### src/rtl/serlane_pkg.sv
package serlane_pkg;
  typedef enum logic [1:0] {
    RATE_FULL = 2'b00,
    RATE_HALF = 2'b01,
    RATE_QTR  = 2'b10,
    RATE_ALT  = 2'b11
  } rate_e;

  // Low phase-counter bits that must all be one to close a bit slot.
  function automatic logic [1:0] slot_mask(input rate_e r);
    case (r)
      RATE_HALF: slot_mask = 2'b01;
      RATE_QTR:  slot_mask = 2'b11;
      default:   slot_mask = 2'b00;
    endcase
  endfunction
endpackage

### src/rtl/serlane_tx.sv
module serlane_tx
  import serlane_pkg::*;
#(
  parameter int WORD_W = 8
) (
  input  logic              clk,
  input  logic              rst,
  input  logic              stb,
  input  logic [1:0]        rate,
  input  logic [WORD_W-1:0] word,
  output logic              ser
);
  localparam int CNT_W = $clog2(WORD_W);
  localparam logic [CNT_W-1:0] CNT_MAX = CNT_W'(WORD_W - 1);

  logic [WORD_W-1:0] sh;
  logic [CNT_W-1:0]  cnt;
  rate_e             rate_q;
  logic [1:0]        msk;

  assign msk = slot_mask(rate_q);
  assign ser = sh[WORD_W-1];

  always_ff @(posedge clk) begin
    if (rst) begin
      sh     <= '0;
      cnt    <= '0;
      rate_q <= RATE_FULL;
    end else if (stb) begin
      sh     <= word;
      cnt    <= '0;
      rate_q <= rate_e'(rate);
    end else begin
      if ((cnt[1:0] & msk) == msk) sh <= {sh[WORD_W-2:0], 1'b0};
      if (cnt != CNT_MAX) cnt <= cnt + 1'b1;
    end
  end

  // rate held for the whole word
  assert_rate_hold_R5: assert property (@(posedge clk) disable iff (rst)
    !stb |=> $stable(rate_q));
  // quarter-rate bit spans four clocks
  assert_qtr_hold_R3: assert property (@(posedge clk) disable iff (rst)
    (!stb && rate_q == RATE_QTR && cnt[1:0] != 2'b11) |=> $stable(ser));
endmodule

### src/rtl/serlane_rx.sv
module serlane_rx
  import serlane_pkg::*;
#(
  parameter int WORD_W = 8
) (
  input  logic              clk,
  input  logic              rst,
  input  logic              stb,
  input  logic [1:0]        rate,
  input  logic              ser,
  output logic [WORD_W-1:0] word_out,
  output logic              valid
);
  localparam int CNT_W = $clog2(WORD_W);
  localparam logic [CNT_W-1:0] CNT_MAX = CNT_W'(WORD_W - 1);
  localparam int HALF_W = WORD_W / 2;
  localparam int QTR_W  = WORD_W / 4;

  logic [WORD_W-2:0] acc;
  logic [CNT_W-1:0]  cnt;
  rate_e             rate_q;
  logic              armed;
  logic [1:0]        msk;
  logic [WORD_W-1:0] gathered;

  assign msk = slot_mask(rate_q);

  always_comb begin
    case (rate_q)
      RATE_HALF: gathered = {acc[HALF_W-2:0], ser, {(WORD_W-HALF_W){1'b0}}};
      RATE_QTR:  gathered = {acc[QTR_W-2:0], ser, {(WORD_W-QTR_W){1'b0}}};
      default:   gathered = {acc, ser};
    endcase
  end

  always_ff @(posedge clk) begin
    if (rst) begin
      acc      <= '0;
      cnt      <= '0;
      rate_q   <= RATE_FULL;
      armed    <= 1'b0;
      valid    <= 1'b0;
      word_out <= '0;
    end else begin
      valid <= 1'b0;
      if (stb) begin
        if (armed && cnt == CNT_MAX) begin
          word_out <= gathered;
          valid    <= 1'b1;
        end
        acc    <= '0;
        cnt    <= '0;
        rate_q <= rate_e'(rate);
        armed  <= 1'b1;
      end else if (cnt != CNT_MAX) begin
        if ((cnt[1:0] & msk) == msk) acc <= {acc[WORD_W-3:0], ser};
        cnt <= cnt + 1'b1;
      end
    end
  end

  // completion pulse only right after a strobe
  assert_valid_after_stb_R8: assert property (@(posedge clk) disable iff (rst)
    valid |-> $past(stb));
  // unused low bits cleared at reduced rates
  assert_half_low_zero_R7: assert property (@(posedge clk) disable iff (rst)
    (valid && $past(rate_q) == RATE_HALF) |-> word_out[HALF_W-1:0] == '0);
  assert_qtr_low_zero_R7: assert property (@(posedge clk) disable iff (rst)
    (valid && $past(rate_q) == RATE_QTR) |-> word_out[WORD_W-QTR_W-1:0] == '0);
endmodule

### src/rtl/serlane_top.sv
module serlane_top #(
  parameter int NUM_CH = 3,
  parameter int WORD_W = 8
) (
  input  logic                     clk,
  input  logic                     rst,
  input  logic                     word_stb,
  input  logic [2*NUM_CH-1:0]      rate_sel,
  input  logic [WORD_W*NUM_CH-1:0] tx_word,
  output logic [NUM_CH-1:0]        ser_out,
  input  logic [NUM_CH-1:0]        ser_in,
  output logic [WORD_W*NUM_CH-1:0] rx_word,
  output logic [NUM_CH-1:0]        rx_valid
);
  for (genvar ch = 0; ch < NUM_CH; ch++) begin : g_lane
    serlane_tx #(.WORD_W(WORD_W)) u_tx (
      .clk  (clk),
      .rst  (rst),
      .stb  (word_stb),
      .rate (rate_sel[2*ch +: 2]),
      .word (tx_word[WORD_W*ch +: WORD_W]),
      .ser  (ser_out[ch])
    );
    serlane_rx #(.WORD_W(WORD_W)) u_rx (
      .clk      (clk),
      .rst      (rst),
      .stb      (word_stb),
      .rate     (rate_sel[2*ch +: 2]),
      .ser      (ser_in[ch]),
      .word_out (rx_word[WORD_W*ch +: WORD_W]),
      .valid    (rx_valid[ch])
    );
  end
endmodule

### config.mk
export PLATFORM = sky130hd
export DESIGN_NAME = serlane_top
export DESIGN_NICKNAME = d
export VERILOG_FILES = /design/src/rtl/serlane_pkg.sv /design/src/rtl/serlane_tx.sv /design/src/rtl/serlane_rx.sv /design/src/rtl/serlane_top.sv
export SDC_FILE = /design/constraint.sdc
export NUM_CORES = 1
export LEC_CHECK = 0
export BUFFER_PORTS_ARGS = -buffer_cell sky130_fd_sc_hd__buf_2
export CAP_MARGIN = 10
export CORE_UTILIZATION = 32
export DETAILED_ROUTE_END_ITERATION = 7
export PLACE_DENSITY_LB_ADDON = 0.12
export SETUP_SLACK_MARGIN = 0.02
export SYNTH_ARGS = -nofsm -noshare
export SYNTH_HDL_FRONTEND = slang
export SYNTH_SLANG_ARGS = --single-unit
### constraint.sdc
create_clock -name clk -period 1.9 [get_ports clk]
set_clock_uncertainty 0.1 [all_clocks]
set_input_delay 0 -clock clk [delete_from_list [all_inputs] [get_ports clk]]
set_output_delay 0 -clock clk [all_outputs]
set_load 0.03 [all_outputs]
==> impl_metrics.yaml, run 1 <==
outcome:
  status: "finished, final reports clean"
layout:
  instances_no_fill: 746
  diodes: 0
  nets: 619
  layout-drive-gt1-share_pct: 20.88
  area_delta_synth_final_pct: 27.27
sta:
  post-route-min-period_ns: 1.786
  setup_viol: 0
  tightest_slew_ns: 0.6380
  rsz0062_at_grt: "true"
  slew_violations: 0
  hold_viol: 0
  fmax_ghz: 0.5598
  post-route-period-util_pct: 94.02
  slew_headroom_pct: 57.47
  finalSetupTns_ns: 0
clocking:
  postCtsSetupBuffers: 0
  clock_sinks: 97
  cts_tree: "built"
  clk_latency_ns: 0.34
  cts_root_buf: "clkbuf_16"
  cts_buffer_depth: 2
  h-tree-depth: 3
  numCtsBuffers: 9
  clk_pin_slew_ns: 0.06
drt:
  vias: 3507
  firstDrtPassIters: 4
  routedWlPerCell_microns: 12.87
  drtAntennaViolNets: 0
  drt_iter0_drc: 101
  drc: 0
  wl_microns: 9602
  via_per_inst: 4.701
logic_synthesis:
  syn_area_sq_um: 4405
  seq_area_frac_synth_pct: 44.08
  synthCells: 471
  synth-xor-area-share_pct: 1.193
  ys_ff_latch: 97
  synth_top_family_by_area: "simple AND/OR/NAND/NOR gates"
  syn_nets: 525
  synthAdderAreaFrac_pct: 5.112
  synth_compound_area_share_pct: 11.56
  yosys.area_share.simple_pct: 23.89
  avgSynthCellArea_sq_um: 9.353
  netlist-cell-type-count: 32
  yosysWarnings: 0
  synthMuxAreaShare_pct: 8.861
placement:
  portBuffers: 65
  dp_hpwl_microns: 6543
  place_congestion: 0.6838
  dp_cells: 693
critical_path:
  cp.required_ns: 2.04
  slowest_delay_ns: 0.37
  cp.arrival_ns: 1.92
  path_cells: "inv_1 -> ha_1 -> nor2b_1 -> buf_4 -> or2_4 -> a2111oi_2"
  criticalPathCategory: "register to register"
  endpoint_kind: "register"
  crit_fanout: 10
  critPathSlowestCell: "dfxtp_1"
  critPathLaunchType: "register"
floorplan:
  row_count: 42
  die_w_microns: 119.3
  start_util_pct: 33.01
  coreArea_sq_um: 13350
  dieArea_sq_um: 14240
  die_y_microns: 119.3
  pin_count: 66
power_and_ir_drop:
  sequentialPowerShare_pct: 45.8
  power.internal_uw: 3565
  combPwrFrac_pct: 13.4
  pwr-share-clk_pct: 40.8
  ir_worst_vdd_v: 0.0003549
  power_switching_uw: 1142
  power.density_nw_per_um2: 839.5
  sw_frac_of_total_pct: 24.26
  leakage_uw: 0.002344
global_routing:
  antenna_found_initial: 0
  grt_max_degree: 60
  grt_overflow: 0
  track_usage_pct: 14.23
  grt_pass1_wl_microns: 16130
  grt_pass1_vias: 3427
run:
  cap_viol_max_count: 0
min_path:
  worstHoldPathType: "primary input to register"
## synthesized netlist by cell type (all sizes together)
cell     count  share of area [%]
buf         25                3.8
inv          6               0.51
nand3       21                2.4
and3         3               0.43
xor2         6                1.2
ha          18                5.1
a21oi       21                2.4
or2          4               0.74
nand3b       6                1.0
o21ai        3               0.34
nand2       51                4.3
a311oi       6                1.2
nor3         3                1.1
nor2b       30                4.7
mux2i       39                8.9
a221o        6                1.4
nor2        66                5.8
clkbuf      12                1.0
nand2b       6               0.85
o21a         3               0.54
dfxtp       97                 44
nor4        18                2.6
a2111oi     21                5.7
## kinds of logic after synthesis
logic type	count (synthesis)
flops	97
buf+inv	43
fa+ha+maj	18
mux	39
compound gates	60
xor+xnor	6
simple gates	208
## cells in the final DEF, fill, tap and decap left out, types with 3 or more instances in the layout
cell | synthesis | routed
clkinv_2 | 0 | 3
a311oi_1 | 6 | 6
and3_1 | 3 | 3
a21oi_1 | 21 | 21
clkbuf_16 | 0 | 9
dfxtp_1 | 97 | 97
ha_1 | 18 | 18
xor2_1 | 6 | 6
nand2b_1 | 6 | 6
buf_4 | 9 | 16
mux2i_1 | 39 | 39
o21ai_0 | 3 | 3
or2_4 | 3 | 3
nor2_1 | 65 | 65
a2111oi_1 | 13 | 13
nand3_1 | 21 | 21
nand3b_1 | 6 | 6
buf_2 | 13 | 65
nor3_4 | 3 | 3
dlygate4sd3_1 | 0 | 37
inv_1 | 6 | 6
a221o_1 | 4 | 4
a2111oi_2 | 8 | 6
nand2_1 | 51 | 51
nor4_1 | 18 | 18
nor2b_1 | 27 | 27
## worst max-delay path, delay by kind of cell (launching register included)
| kind | cells | cell delay [ns] |
|---|---|---|
| fa+ha+maj | 1 | 0.24 |
| compound gates | 1 | 0.30 |
| simple gates | 2 | 0.45 |
| buf+inv | 2 | 0.22 |
| flops | 1 | 0.37 |
## metrics by stage
stage	area, sq um	utilization [%]	total power, uW	setup WS, ns	hold slack (ns)
2_1_floorplan	4405	-	2611	0.2253	0.04230
3_3_place_gp	4900	36.71	2760	0.2012	0.1425
3_5_place_dp	4900	36.71	2769	0.1479	0.1529
4_1_cts	5582	41.82	4765	0.1305	0.04850
5_1_grt	5607	42.00	4932	0.01603	0.08629
6_report	5607	42.00	4707	0.1137	0.05355
## metal layers
layer	up-vias	share of wire, %	global-route usage, %	wire length [microns]
met5	-	0	0	0
li1	1829	-	-	-
met2	49	45	22.86	4305
met3	11	2.6	2.155	252
met4	0	1.9	7.266	180
met1	1618	51	18.46	4864
## sequential cells by signal, indices dropped and copies added, names as in the netlist
name and count:
g_lane.u_rx.acc 21, g_lane.u_tx.sh 24, g_lane.u_rx.word_out 24, g_lane.u_tx.rate_q 4, g_lane.u_rx.valid 3, g_lane.u_rx.armed 1
g_lane.u_rx.cnt 9, g_lane.u_rx.rate_q 2, g_lane.u_tx.cnt 9
## final timing paths
check / startpoint / to / slack [ns] / cells after the start
worst max-delay path: g_lane[1].u_tx.rate_q[0] / g_lane[1].u_tx.sh[6] / 0.11 / 6
worst max register to register: g_lane[1].u_tx.rate_q[0] / g_lane[1].u_tx.sh[6] / 0.11 / 6
worst min-delay path: word_stb / g_lane[0].u_rx.rate_q[0] / 0.05 / 3
worst min register to register: g_lane[1].u_rx.word_out[0] / g_lane[1].u_rx.word_out[0] / 0.35 / 2
## layout make-up
class / instances / area, sq um
Multi-Input combinational cell: 331 / 2255
Timing Repair Buffer: 120 / 855.8
Tap cell: 176 / 220.2
Inverter: 6 / 22.52
Fill cell: 1342 / 7741
Clock buffer: 10 / 229.0
Clock inverter: 6 / 82.58
Sequential cell: 97 / 1942
## power by group through the flow
stage / sequential (uW) / clock (uW) / combinational (uW)
after detailed placement: 2200 / 0 / 564
after global routing: 2170 / 2070 / 693
final: 2160 / 1920 / 630
after floorplan: 2190 / 0 / 419
after global placement: 2200 / 0 / 557
after CTS: 2160 / 1980 / 626
## what timing repair did
| action | CTS | global route |
|---|---|---|
| hold buffers | 37 | 0 |
| endpoints found under the setup margin | 0 | 2 |
| gates resized for setup | 0 | 2 |
| endpoints found under the hold margin | 41 | 0 |
No activity file was read; power rests on OpenSTA's default activity.
==> run 2, diff against run 1 <==
ABC_AREA = 1   (was default)
CORE_MARGIN = 10   (was default)
==> impl_metrics.yaml, run 2 <==
outcome:
  status: "finished, final reports clean"
placement:
  place_congestion: 0.7505
  placedInstanceArea_sq_um: 5045
  dp_hpwl_microns: 8039
  dp_slack_ns: 0.1463
  portBuffers: 65
power_and_ir_drop:
  sw_frac_of_total_pct: 26.61
  power.internal_uw: 3411
  sequentialPowerShare_pct: 47.0
  power.density_nw_per_um2: 816.0
  combPwrFrac_pct: 13.3
  pwr-share-clk_pct: 39.7
  ir_worst_vdd_v: 0.0004104
  leakage_uw: 0.002522
  total_power_uw: 4648
  power_switching_uw: 1237
logic_synthesis:
  synth_area_leaders: "dfxtp_1 (42%), nand2_1 (16%), ha_1 (4.8%)"
  synth_flop_cell: "dfxtp_1"
  synth_edf_count: 0
  ys_ff_latch: 97
  yosysMostFrequentCell: "nand2_1"
  synth_top_area_cell: "dfxtp_1"
  netlist-cell-type-count: 26
  synthCells: 614
  seq_area_frac_synth_pct: 41.55
  synthArstFlopShare_pct: 0
  synth_common_cells: "nand2_1 (196), dfxtp_1 (97), inv_1 (47), nor2_1 (45), a21oi_1 (39)"
  avgSynthCellArea_sq_um: 7.611
  yosysWarnings: 0
  syn_area_sq_um: 4673
  syn_nets: 668
  synth_top_area_share_pct: 41.55
sta:
  slew_headroom_pct: 71.10
  rsz0062_at_grt: "false"
  fmax_ghz: 0.5944
  post-route-min-period_ns: 1.682
  finalSetupTns_ns: 0
  post-route-period-util_pct: 88.54
  hold_viol: 0
  layout_setup_ws_ns: 0.2178
  tightest_slew_ns: 0.4324
  slew_violations: 0
  setup_viol: 0
global_routing:
  grt_pass1_wl_microns: 19200
  grt_pass1_vias: 4026
  antenna_found_initial: 0
  grt_max_degree: 28
  track_usage_pct: 11.53
  grt_overflow: 0
floorplan:
  die_y_microns: 140.8
  pin_count: 66
  dieArea_sq_um: 19840
  row_count: 44
  coreArea_sq_um: 14420
  die_w_microns: 140.8
  start_util_pct: 32.40
drt:
  firstDrtPassIters: 5
  drtAntennaViolNets: 0
  drc: 0
  drt_iter0_drc: 239
  routedWlPerCell_microns: 12.51
  via_per_inst: 4.520
  vias: 4027
  wl_microns: 11150
layout:
  final.fill_count: 1482
  final_cell_mix: "nand2_1 (196), dfxtp_1 (97), buf_2 (65)"
  final_cell_area_sq_um: 5697
  diodes: 0
  reg_top3: "g_lane.u_rx.word_out x24, g_lane.u_tx.sh x24, g_lane.u_rx.acc x21"
  post-route-util_pct: 39.50
  final_common_cell: "nand2_1"
  area_delta_synth_final_pct: 21.90
  layout-drive-gt1-share_pct: 22.63
  nets: 756
min_path:
  worstHoldPathType: "primary input to register"
  holdPathStages: 4
clocking:
  cts_tree: "built"
  cts_root_buf: "clkbuf_16"
  numCtsBuffers: 9
  clk_latency_ns: 0.35
  clk_pin_slew_ns: 0.07
  cts_buffer_depth: 2
  clock_sinks: 97
  h-tree-depth: 3
critical_path:
  reg2reg_depth: 8
  cp.arrival_ns: 1.86
  critPathLaunchType: "register"
  criticalPathCategory: "register to register"
  endpoint_kind: "register"
  cp.required_ns: 2.08
  crit_fanout: 10
run:
  cap_viol_max_count: 0
-- run 2: layout make-up --
class                   instances  area [sq um]  area share, %
well taps                     184         230.2          4.041
repair buffers                108         735.7          12.91
clock buffers                  12         246.5          4.327
multi-input cells             427          2263          39.73
flip-flops and latches         97          1942          34.09
inverters                      59         226.5          3.975
clock inverters                 4         52.55         0.9225
-- run 2: critical path, stage by stage, from the launching register on --
cell	delay, ns
dfxtp_1	0.34
inv_1	0.06
ha_2	0.45
inv_4	0.07
nand2_1	0.11
nand2_4	0.13
nand2_2	0.16
nand2_1	0.09
a21oi_2	0.11
-- run 2: final timing paths --
check | to | startpoint | slack (ns)
min reg2reg | g_lane[2].u_tx.cnt[2] | g_lane[2].u_tx.cnt[2] | 0.36
min | g_lane[0].u_rx.rate_q[1] | rate_sel[1] | 0.30
max reg2reg | g_lane[1].u_tx.sh[1] | g_lane[1].u_tx.rate_q[0] | 0.22
max | g_lane[1].u_tx.sh[1] | g_lane[1].u_tx.rate_q[0] | 0.22
-- run 2: stage by stage --
stage,hold WS [ns],cells
4_1_cts,0.2794,891
3_3_place_gp,0.1074,840
5_1_grt,0.3235,891
6_report,0.2966,891
2_1_floorplan,0.01274,614
3_5_place_dp,0.1142,840
-- run 2: repair_timing --
item                                    in CTS  in global routing
resized for setup                            0                  1
endpoints found under the hold margin       54                  0
buffers inserted                             0                  0
endpoints found under the setup margin       0                  7
hold buffers                                35                  0
-- run 2: logic make-up (layout without fill, tap and decap cells) --
group                      Yosys count  in the layout  synth area share, %
xor gates and xnor gates             1              1               0.1875
adders and majority gates           18             18                4.819
buffers and inverters               90            183                10.07
AOI/OAI and AO/OA                  104            104                13.07
and+or+nand+nor                    304            304                30.31
DFF                                 97             97                41.55
-- run 2: power by group through the flow --
| stage | Combinational [uW] | Clock [uW] | Sequential [uW] |
|---|---|---|---|
| finish | 620 | 1850 | 2180 |
| global route | 711 | 1990 | 2190 |
| CTS | 627 | 1920 | 2180 |
| detailed placement | 568 | 0 | 2230 |
| global placement | 560 | 0 | 2230 |
| floorplan | 469 | 0 | 2210 |
-- run 2: layer usage --
layer  GRT usage (%)  up-vias  wire length (microns)
met4           4.728        0                    191
met1           14.62     1817                   5405
met2           18.20       72                   4948
met3           2.956       14                    603
li1                -     2124                      -
met5               0        -                      0
